===== src/rtl/lmx_pkg.sv =====
package lmx_pkg;

  localparam int OPC_W    = 7;
  localparam int REG_AW   = 5;
  localparam int MOVE_W   = 20;
  localparam int LOFF_W   = 15;
  localparam int INST_W   = 32;

  localparam logic [OPC_W-1:0] OPC_LD_IMM = 7'h01;
  localparam logic [OPC_W-1:0] OPC_LD_REG = 7'h04;
  localparam logic [OPC_W-1:0] OPC_COPY   = 7'h0d;
  localparam logic [OPC_W-1:0] OPC_MOVI   = 7'h0e;
  localparam logic [OPC_W-1:0] OPC_MOVN   = 7'h13;

  typedef enum logic [2:0] {
    OP_COPY, OP_MOVI, OP_MOVN, OP_LD_IMM, OP_LD_REG, OP_ILL
  } opKind_e;

  typedef enum logic [1:0] {
    SEL_COPY, SEL_MOVI, SEL_MOVN
  } srcSel_e;

  // Strobes from control to datapath
  typedef struct packed {
    logic    wrMove;   // write a move result now
    srcSel_e srcSel;   // which move value
    logic    capAddr;  // capture a load address and destination
    logic    addrRr;   // register+register address form
    logic    wrRsp;    // write a clean memory response
  } lmxStrobe_t;

  function automatic opKind_e decodeOp(input logic [OPC_W-1:0] opc);
    case (opc)
      OPC_COPY:   return OP_COPY;
      OPC_MOVI:   return OP_MOVI;
      OPC_MOVN:   return OP_MOVN;
      OPC_LD_IMM: return OP_LD_IMM;
      OPC_LD_REG: return OP_LD_REG;
      default:    return OP_ILL;
    endcase
  endfunction

endpackage


===== src/rtl/lmx_datapath.sv =====
module lmx_datapath
  import lmx_pkg::*;
#(
  parameter int DATA_W = 32
) (
  input  logic                    clk,
  input  logic                    rstN,
  input  logic [INST_W-1:OPC_W]   instBody,
  input  lmxStrobe_t              strobe,
  output logic [REG_AW-1:0]       rs1Addr,
  input  logic [DATA_W-1:0]       rs1Data,
  output logic [REG_AW-1:0]       rs2Addr,
  input  logic [DATA_W-1:0]       rs2Data,
  input  logic [DATA_W-1:0]       memRspData,
  output logic                    wrEn,
  output logic [REG_AW-1:0]       wrAddr,
  output logic [DATA_W-1:0]       wrData,
  output logic [DATA_W-1:0]       memAddr
);

  localparam int MOVE_EXT = DATA_W - MOVE_W;
  localparam int LOFF_EXT = DATA_W - LOFF_W - 2;

  logic [REG_AW-1:0] dstField;
  logic [3:0]        immLow;
  logic [MOVE_W-1:0] moveImm;
  logic [LOFF_W-1:0] loadWords;
  logic [DATA_W-1:0] moveVal;
  logic [DATA_W-1:0] loadOffset;
  logic [DATA_W-1:0] loadAddr;
  logic [REG_AW-1:0] dstHold;

  // Field extraction (instBody bit n is instruction bit n)
  assign immLow    = instBody[10:7];
  assign dstField  = instBody[15:11];
  assign rs1Addr   = instBody[20:16];
  assign rs2Addr   = instBody[25:21];
  assign moveImm   = {instBody[31:16], immLow};
  assign loadWords = {instBody[31:21], immLow};

  // Word count -> signed byte offset
  assign loadOffset = {{LOFF_EXT{loadWords[LOFF_W-1]}}, loadWords, 2'b00};
  assign loadAddr   = strobe.addrRr ? (rs1Data + rs2Data) : (rs1Data + loadOffset);

  always_comb begin
    case (strobe.srcSel)
      SEL_MOVI: moveVal = {{MOVE_EXT{1'b0}}, moveImm};
      SEL_MOVN: moveVal = {{MOVE_EXT{1'b1}}, moveImm};
      default:  moveVal = rs1Data;
    endcase
  end

  always_ff @(posedge clk) begin
    if (!rstN) begin
      wrEn    <= 1'b0;
      wrAddr  <= '0;
      wrData  <= '0;
      memAddr <= '0;
      dstHold <= '0;
    end else begin
      wrEn <= strobe.wrMove | strobe.wrRsp;
      if (strobe.wrMove) begin
        wrAddr <= dstField;
        wrData <= moveVal;
      end else if (strobe.wrRsp) begin
        wrAddr <= dstHold;
        wrData <= memRspData;
      end
      if (strobe.capAddr) begin
        memAddr <= loadAddr;
        dstHold <= dstField;
      end
    end
  end

  // a response write targets the destination captured with the load
  a_r9_rsp_dest: assert property (@(posedge clk) disable iff (!rstN)
    strobe.wrRsp |=> (wrAddr == $past(dstHold)));

endmodule


===== src/rtl/lmx_control.sv =====
module lmx_control
  import lmx_pkg::*;
(
  input  logic             clk,
  input  logic             rstN,
  input  logic             instValid,
  input  logic [OPC_W-1:0] opcode,
  input  logic             memAck,
  input  logic             memRspValid,
  input  logic             memFault,
  output lmxStrobe_t       strobe,
  output logic             busy,
  output logic             memReq,
  output logic             illegalOp,
  output logic             faultExc
);

  typedef enum logic [1:0] {ST_IDLE, ST_REQ, ST_WAIT} state_e;

  state_e  state;
  state_e  stateNext;
  opKind_e opKind;
  logic    accept;
  logic    rspDone;

  assign opKind  = decodeOp(opcode);
  assign accept  = instValid && (state == ST_IDLE);
  assign rspDone = (state == ST_WAIT) && memRspValid;
  assign busy    = (state != ST_IDLE);
  assign memReq  = (state == ST_REQ);

  always_comb begin
    strobe         = '0;
    strobe.srcSel  = SEL_COPY;
    stateNext      = state;
    case (opKind)
      OP_MOVI: strobe.srcSel = SEL_MOVI;
      OP_MOVN: strobe.srcSel = SEL_MOVN;
      default: strobe.srcSel = SEL_COPY;
    endcase
    strobe.addrRr = (opKind == OP_LD_REG);
    case (state)
      ST_IDLE: begin
        if (accept) begin
          case (opKind)
            OP_COPY, OP_MOVI, OP_MOVN: strobe.wrMove = 1'b1;
            OP_LD_IMM, OP_LD_REG: begin
              strobe.capAddr = 1'b1;
              stateNext      = ST_REQ;
            end
            default: ;
          endcase
        end
      end
      ST_REQ:  if (memAck) stateNext = ST_WAIT;
      ST_WAIT: begin
        if (rspDone) begin
          strobe.wrRsp = !memFault;
          stateNext    = ST_IDLE;
        end
      end
      default: stateNext = ST_IDLE;
    endcase
  end

  always_ff @(posedge clk) begin
    if (!rstN) begin
      state     <= ST_IDLE;
      illegalOp <= 1'b0;
      faultExc  <= 1'b0;
    end else begin
      state     <= stateNext;
      illegalOp <= accept && (opKind == OP_ILL);
      faultExc  <= rspDone && memFault;
    end
  end

  // an acknowledged request drops and the unit keeps waiting
  a_r7_ack_drops_req: assert property (@(posedge clk) disable iff (!rstN)
    (memReq && memAck) |=> (!memReq && busy));

  // a response ends the busy period
  a_r8_rsp_frees: assert property (@(posedge clk) disable iff (!rstN)
    (busy && !memReq && memRspValid) |=> !busy);

endmodule


===== src/rtl/lmx_unit.sv =====
module lmx_unit
  import lmx_pkg::*;
#(
  parameter int DATA_W = 32
) (
  input  logic              clk,
  input  logic              rstN,
  input  logic              instValid,
  input  logic [31:0]       instWord,
  output logic              busy,
  output logic              illegalOp,
  output logic [4:0]        rs1Addr,
  input  logic [DATA_W-1:0] rs1Data,
  output logic [4:0]        rs2Addr,
  input  logic [DATA_W-1:0] rs2Data,
  output logic              wrEn,
  output logic [4:0]        wrAddr,
  output logic [DATA_W-1:0] wrData,
  output logic              memReq,
  output logic [DATA_W-1:0] memAddr,
  input  logic              memAck,
  input  logic              memRspValid,
  input  logic [DATA_W-1:0] memRspData,
  input  logic              memFault,
  output logic              faultExc
);

  lmxStrobe_t strobe;

  lmx_control i_control (
    .clk         (clk),
    .rstN        (rstN),
    .instValid   (instValid),
    .opcode      (instWord[OPC_W-1:0]),
    .memAck      (memAck),
    .memRspValid (memRspValid),
    .memFault    (memFault),
    .strobe      (strobe),
    .busy        (busy),
    .memReq      (memReq),
    .illegalOp   (illegalOp),
    .faultExc    (faultExc)
  );

  lmx_datapath #(.DATA_W(DATA_W)) i_datapath (
    .clk        (clk),
    .rstN       (rstN),
    .instBody   (instWord[INST_W-1:OPC_W]),
    .strobe     (strobe),
    .rs1Addr    (rs1Addr),
    .rs1Data    (rs1Data),
    .rs2Addr    (rs2Addr),
    .rs2Data    (rs2Data),
    .memRspData (memRspData),
    .wrEn       (wrEn),
    .wrAddr     (wrAddr),
    .wrData     (wrData),
    .memAddr    (memAddr)
  );

  // a pending request holds itself and its address
  a_r7_req_held: assert property (@(posedge clk) disable iff (!rstN)
    (memReq && !memAck) |=> (memReq && $stable(memAddr)));

  // a clean response is written with its data
  a_r9_rsp_write: assert property (@(posedge clk) disable iff (!rstN)
    (busy && !memReq && memRspValid && !memFault)
      |=> (wrEn && wrData == $past(memRspData)));

  // a faulting response raises the exception and writes nothing
  a_r10_fault_no_write: assert property (@(posedge clk) disable iff (!rstN)
    (busy && !memReq && memRspValid && memFault) |=> (faultExc && !wrEn));

  // an illegal opcode never starts a memory access
  a_r11_illegal_quiet: assert property (@(posedge clk) disable iff (!rstN)
    illegalOp |-> (!memReq && !busy));

  // one outcome per cycle
  a_r13_one_outcome: assert property (@(posedge clk) disable iff (!rstN)
    $onehot0({wrEn, illegalOp, faultExc}));

endmodule


===== config.mk =====
export PLATFORM = sky130hd
export DESIGN_NAME = lmx_unit
export DESIGN_NICKNAME = d
export VERILOG_FILES = /design/src/rtl/lmx_pkg.sv /design/src/rtl/lmx_datapath.sv /design/src/rtl/lmx_control.sv /design/src/rtl/lmx_unit.sv
export SDC_FILE = /design/constraint.sdc
export NUM_CORES = 1
export LEC_CHECK = 0
export BUFFER_PORTS_ARGS = -buffer_cell sky130_fd_sc_hd__buf_2
export CORE_MARGIN = 2
export CORE_UTILIZATION = 40
export CTS_CLUSTER_SIZE = 8
export DETAILED_ROUTE_END_ITERATION = 8
export MAX_ROUTING_LAYER = met4
export PLACE_DENSITY = 0.61
export SETUP_SLACK_MARGIN = 0.2
export SYNTH_ARGS = -nofsm -noshare
export SYNTH_HDL_FRONTEND = slang
export SYNTH_SLANG_ARGS = --single-unit

===== constraint.sdc =====
create_clock -name clk -period 6.5 [get_ports clk]
set_input_delay 0.65 -clock clk [delete_from_list [all_inputs] [get_ports clk]]
set_output_delay 0.65 -clock clk [all_outputs]
set_load 0.01 [all_outputs]

==> impl_metrics.toml <==
[clock_tree]
htree_levels = 3
cts_resized = 0
clk_pin_slew_worst_paths_ns = 0.07
cts_tree = "yes"
clock-sinks = 79
cts_setup_buffers = 0
root_buffer = "clkbuf_16"
clk_path_buf_depth = 2
clock_latency_ns = 0.35
hold_buffers = 0
numCtsBuffers = 9

[critical_path]
cp_max_fo = 3
worstSetupEndpointType = "register"
crit_required_ns = 6.70
start_kind = "input port"
critPathKind = "in2reg"
crit_arrival_ns = 3.42

[power_and_ir_drop]
leakagePower_nw = 3.76
p_sw_frac = 0.338
vdd_drop_max_mv = 0.146
power_density_mw_per_mm2 = 182
combPwrFrac = 0.298
netSwitchingPower_uw = 505
pwr-share-seq = 0.329
p_int_uw = 987
power.total_mw = 1.49
clkPwrFrac = 0.374

[global_route]
grt_max_degree = 46
grt_pass1_wl_mm = 35.5
gr-usage-all-layers = 0.257
grt-ovfl-total = 0
antenna_found_initial = 1
grt_pass1_vias = 6766

[routing]
dr.first_iter.drc_count = 478
wire_per_inst_um = 17.6
via_per_inst = 5.70
postRouteAntennaNets = 0
drcViolationCount = 0
first_pass_iters = 5
vias = 7317
wirelength_mm = 22.6

[logic_synthesis]
syn_inst = 877
syn_nets = 1075
synth_area_leader_cell = "dfxtp_1"
synth_warnings = 0
synth_area_leaders = "dfxtp_1 (24%), ha_1 (12%), nor2_1 (6.6%)"
synth_cell_types = 64
avgSynthCellArea_um2 = 7.60
synth_top_area_frac = 0.237
synth-main-ff-cell = "dfxtp_1"
synth_edf_count = 0
synth-async-reset-ratio = 0
yosysSeqAreaShare = 0.237
netlist_area_mm2 = 0.00667
ys_ff_latch = 79

[sta]
tightest_slew_ns = 1.00
setup_viol = 0
finClkSkew_ns = 0.00259
hold_viol = 0
fin_crit_sh = 0.495
slew_viol_final = 0
timing.setup.tns_ns = 0
relSlewSlack = 0.333
rsz0062_at_grt = "false"
min_period_ns = 3.22
fmax_ghz = 0.311

[place]
dp.cells = 1267
gp_congestion = 0.944
port_buffers = 217
dp.final_hpwl_mm = 17.1

[floorplanning]
start_util = 0.406
dieArea_mm2 = 0.0177
rows = 47
io_pins = 218
die_w_um = 133
die_h_um = 133
fp.coreArea_mm2 = 0.0164

[layout]
drive_above_1_share = 0.239
nets = 1256
final_cell_count_no_fill = 1284
area_growth_pct = 22.7

[flow_run]
drv_cap = 0

[run_status]
status = "completed"

[min_path]
hp-class = "reg2reg"
path summary, 6_finish.rpt:
kind	from	to	slack [ns]	cells after the start
setup reg to reg	i_control.state[1]	i_datapath.wrData[29]	3.52	7
setup / recovery	rs1Data[0]	i_datapath.memAddr[28]	3.28	13
hold reg to reg	i_datapath.memAddr[21]	i_datapath.memAddr[21]	0.45	2
hold / removal	i_datapath.memAddr[21]	i_datapath.memAddr[21]	0.45	2
power by group through the flow:
stage                     clock network [mW]  logic [mW]  registers, mW
final                                  0.557       0.444          0.490
after global routing                   0.583       0.493          0.491
after CTS                              0.568       0.441          0.490
after detailed placement                   0       0.438          0.502
after global placement                     0       0.440          0.502
after floorplan                            0       0.304          0.504
layer usage:
layer | GRT usage | vias up | part of all wire | wire (µm)
met4 | 0.0783 | 0 | 0.017 | 391
met1 | 0.342 | 3406 | 0.46 | 10400
met3 | 0.0372 | 26 | 0.062 | 1410
li1 | - | 3626 | - | -
met5 | - | - | 0 | 0
met2 | 0.405 | 259 | 0.46 | 10400
cells in the mapped netlist (11+ instances only):
cell      number
ha_1          62
o21ai_1       13
a221oi_1      33
a21o_1        30
nor3_1        22
inv_1         15
nor2_1       118
a22oi_1       23
nor2b_1       12
nand2_1       68
a21oi_1       83
o21ai_0       43
xor2_1        20
a211oi_1      26
xnor2_1       31
nand3_1       17
dfxtp_1       79
nand2b_1      11
clkbuf_1      42
state kept, by name (all words and copies together) (netlist names):
| name | cells |
|---|---|
| i_datapath.dstHold | 5 |
| i_datapath.wrData | 32 |
| i_datapath.wrEn | 1 |
| i_datapath.wrAddr | 5 |
| i_control.state | 2 |
| i_datapath.memAddr | 32 |
| i_control.faultExc | 1 |
| i_control.illegalOp | 1 |
logic make-up (layout without fill, tap and decap cells):
group                      after synthesis  after routing  share of synthesized area
and+or+nand+nor                        282            282                      0.190
muxes                                   10             10                     0.0154
adders and majority gates               64             64                      0.122
AOI/OAI and AO/OA                      323            323                      0.324
buffers and inverters                   68            254                     0.0439
DFF                                     79             79                      0.237
other                                    0              1                          0
xor gates and xnor gates                51             51                     0.0670
critical path: stages:
cell and delay, ns:
buf_2 0.10, ha_1 0.20, inv_1 0.07, fa_1 0.36, and2b_1 0.24, o2111ai_1 0.15
a2111o_1 0.51, a21boi_1 0.31, o2111ai_1 0.16, nand2_1 0.14, mux2_1 0.34, a31oi_1 0.13
a211oi_1 0.06
cells in the final DEF (no fill, tap or decap), drive strengths merged, types with 6 or more instances in the layout:
cell	instances
a21o	30
nor2	118
a22oi	23
ha	62
mux2i	8
a21oi	84
a221oi	33
a31oi	10
xnor2	31
buf	223
a211oi	26
and2	7
xor2	20
nand2	68
nand4	6
nand3	17
o211ai	9
inv	20
nor2b	12
nor3	22
and3	7
o21ai	56
clkbuf	9
dfxtp	79
nand2b	11
per-stage QoR:
stage	worst slack (ns)	hold slack, ns	instance area (µm²)	util
floorplan	3.47	0.436	6670	-
global placement	2.99	0.438	7870	0.479
detailed placement	2.94	0.442	7870	0.479
CTS	3.30	0.451	8180	0.498
global route	3.04	0.479	8180	0.499
finish	3.28	0.453	8180	0.499
final cells by class:
cell class / instances / area (µm²)
fillers: 1675 / 8230
multi-input cells: 730 / 4820
flip-flops and latches: 79 / 1580
repair buffers: 223 / 1130
well taps: 220 / 275
clock buffers: 9 / 225
clock inverters: 7 / 86.3
inverters: 15 / 56.3
diodes: 1 / 2.50
(Power assumes the default switching activity.)
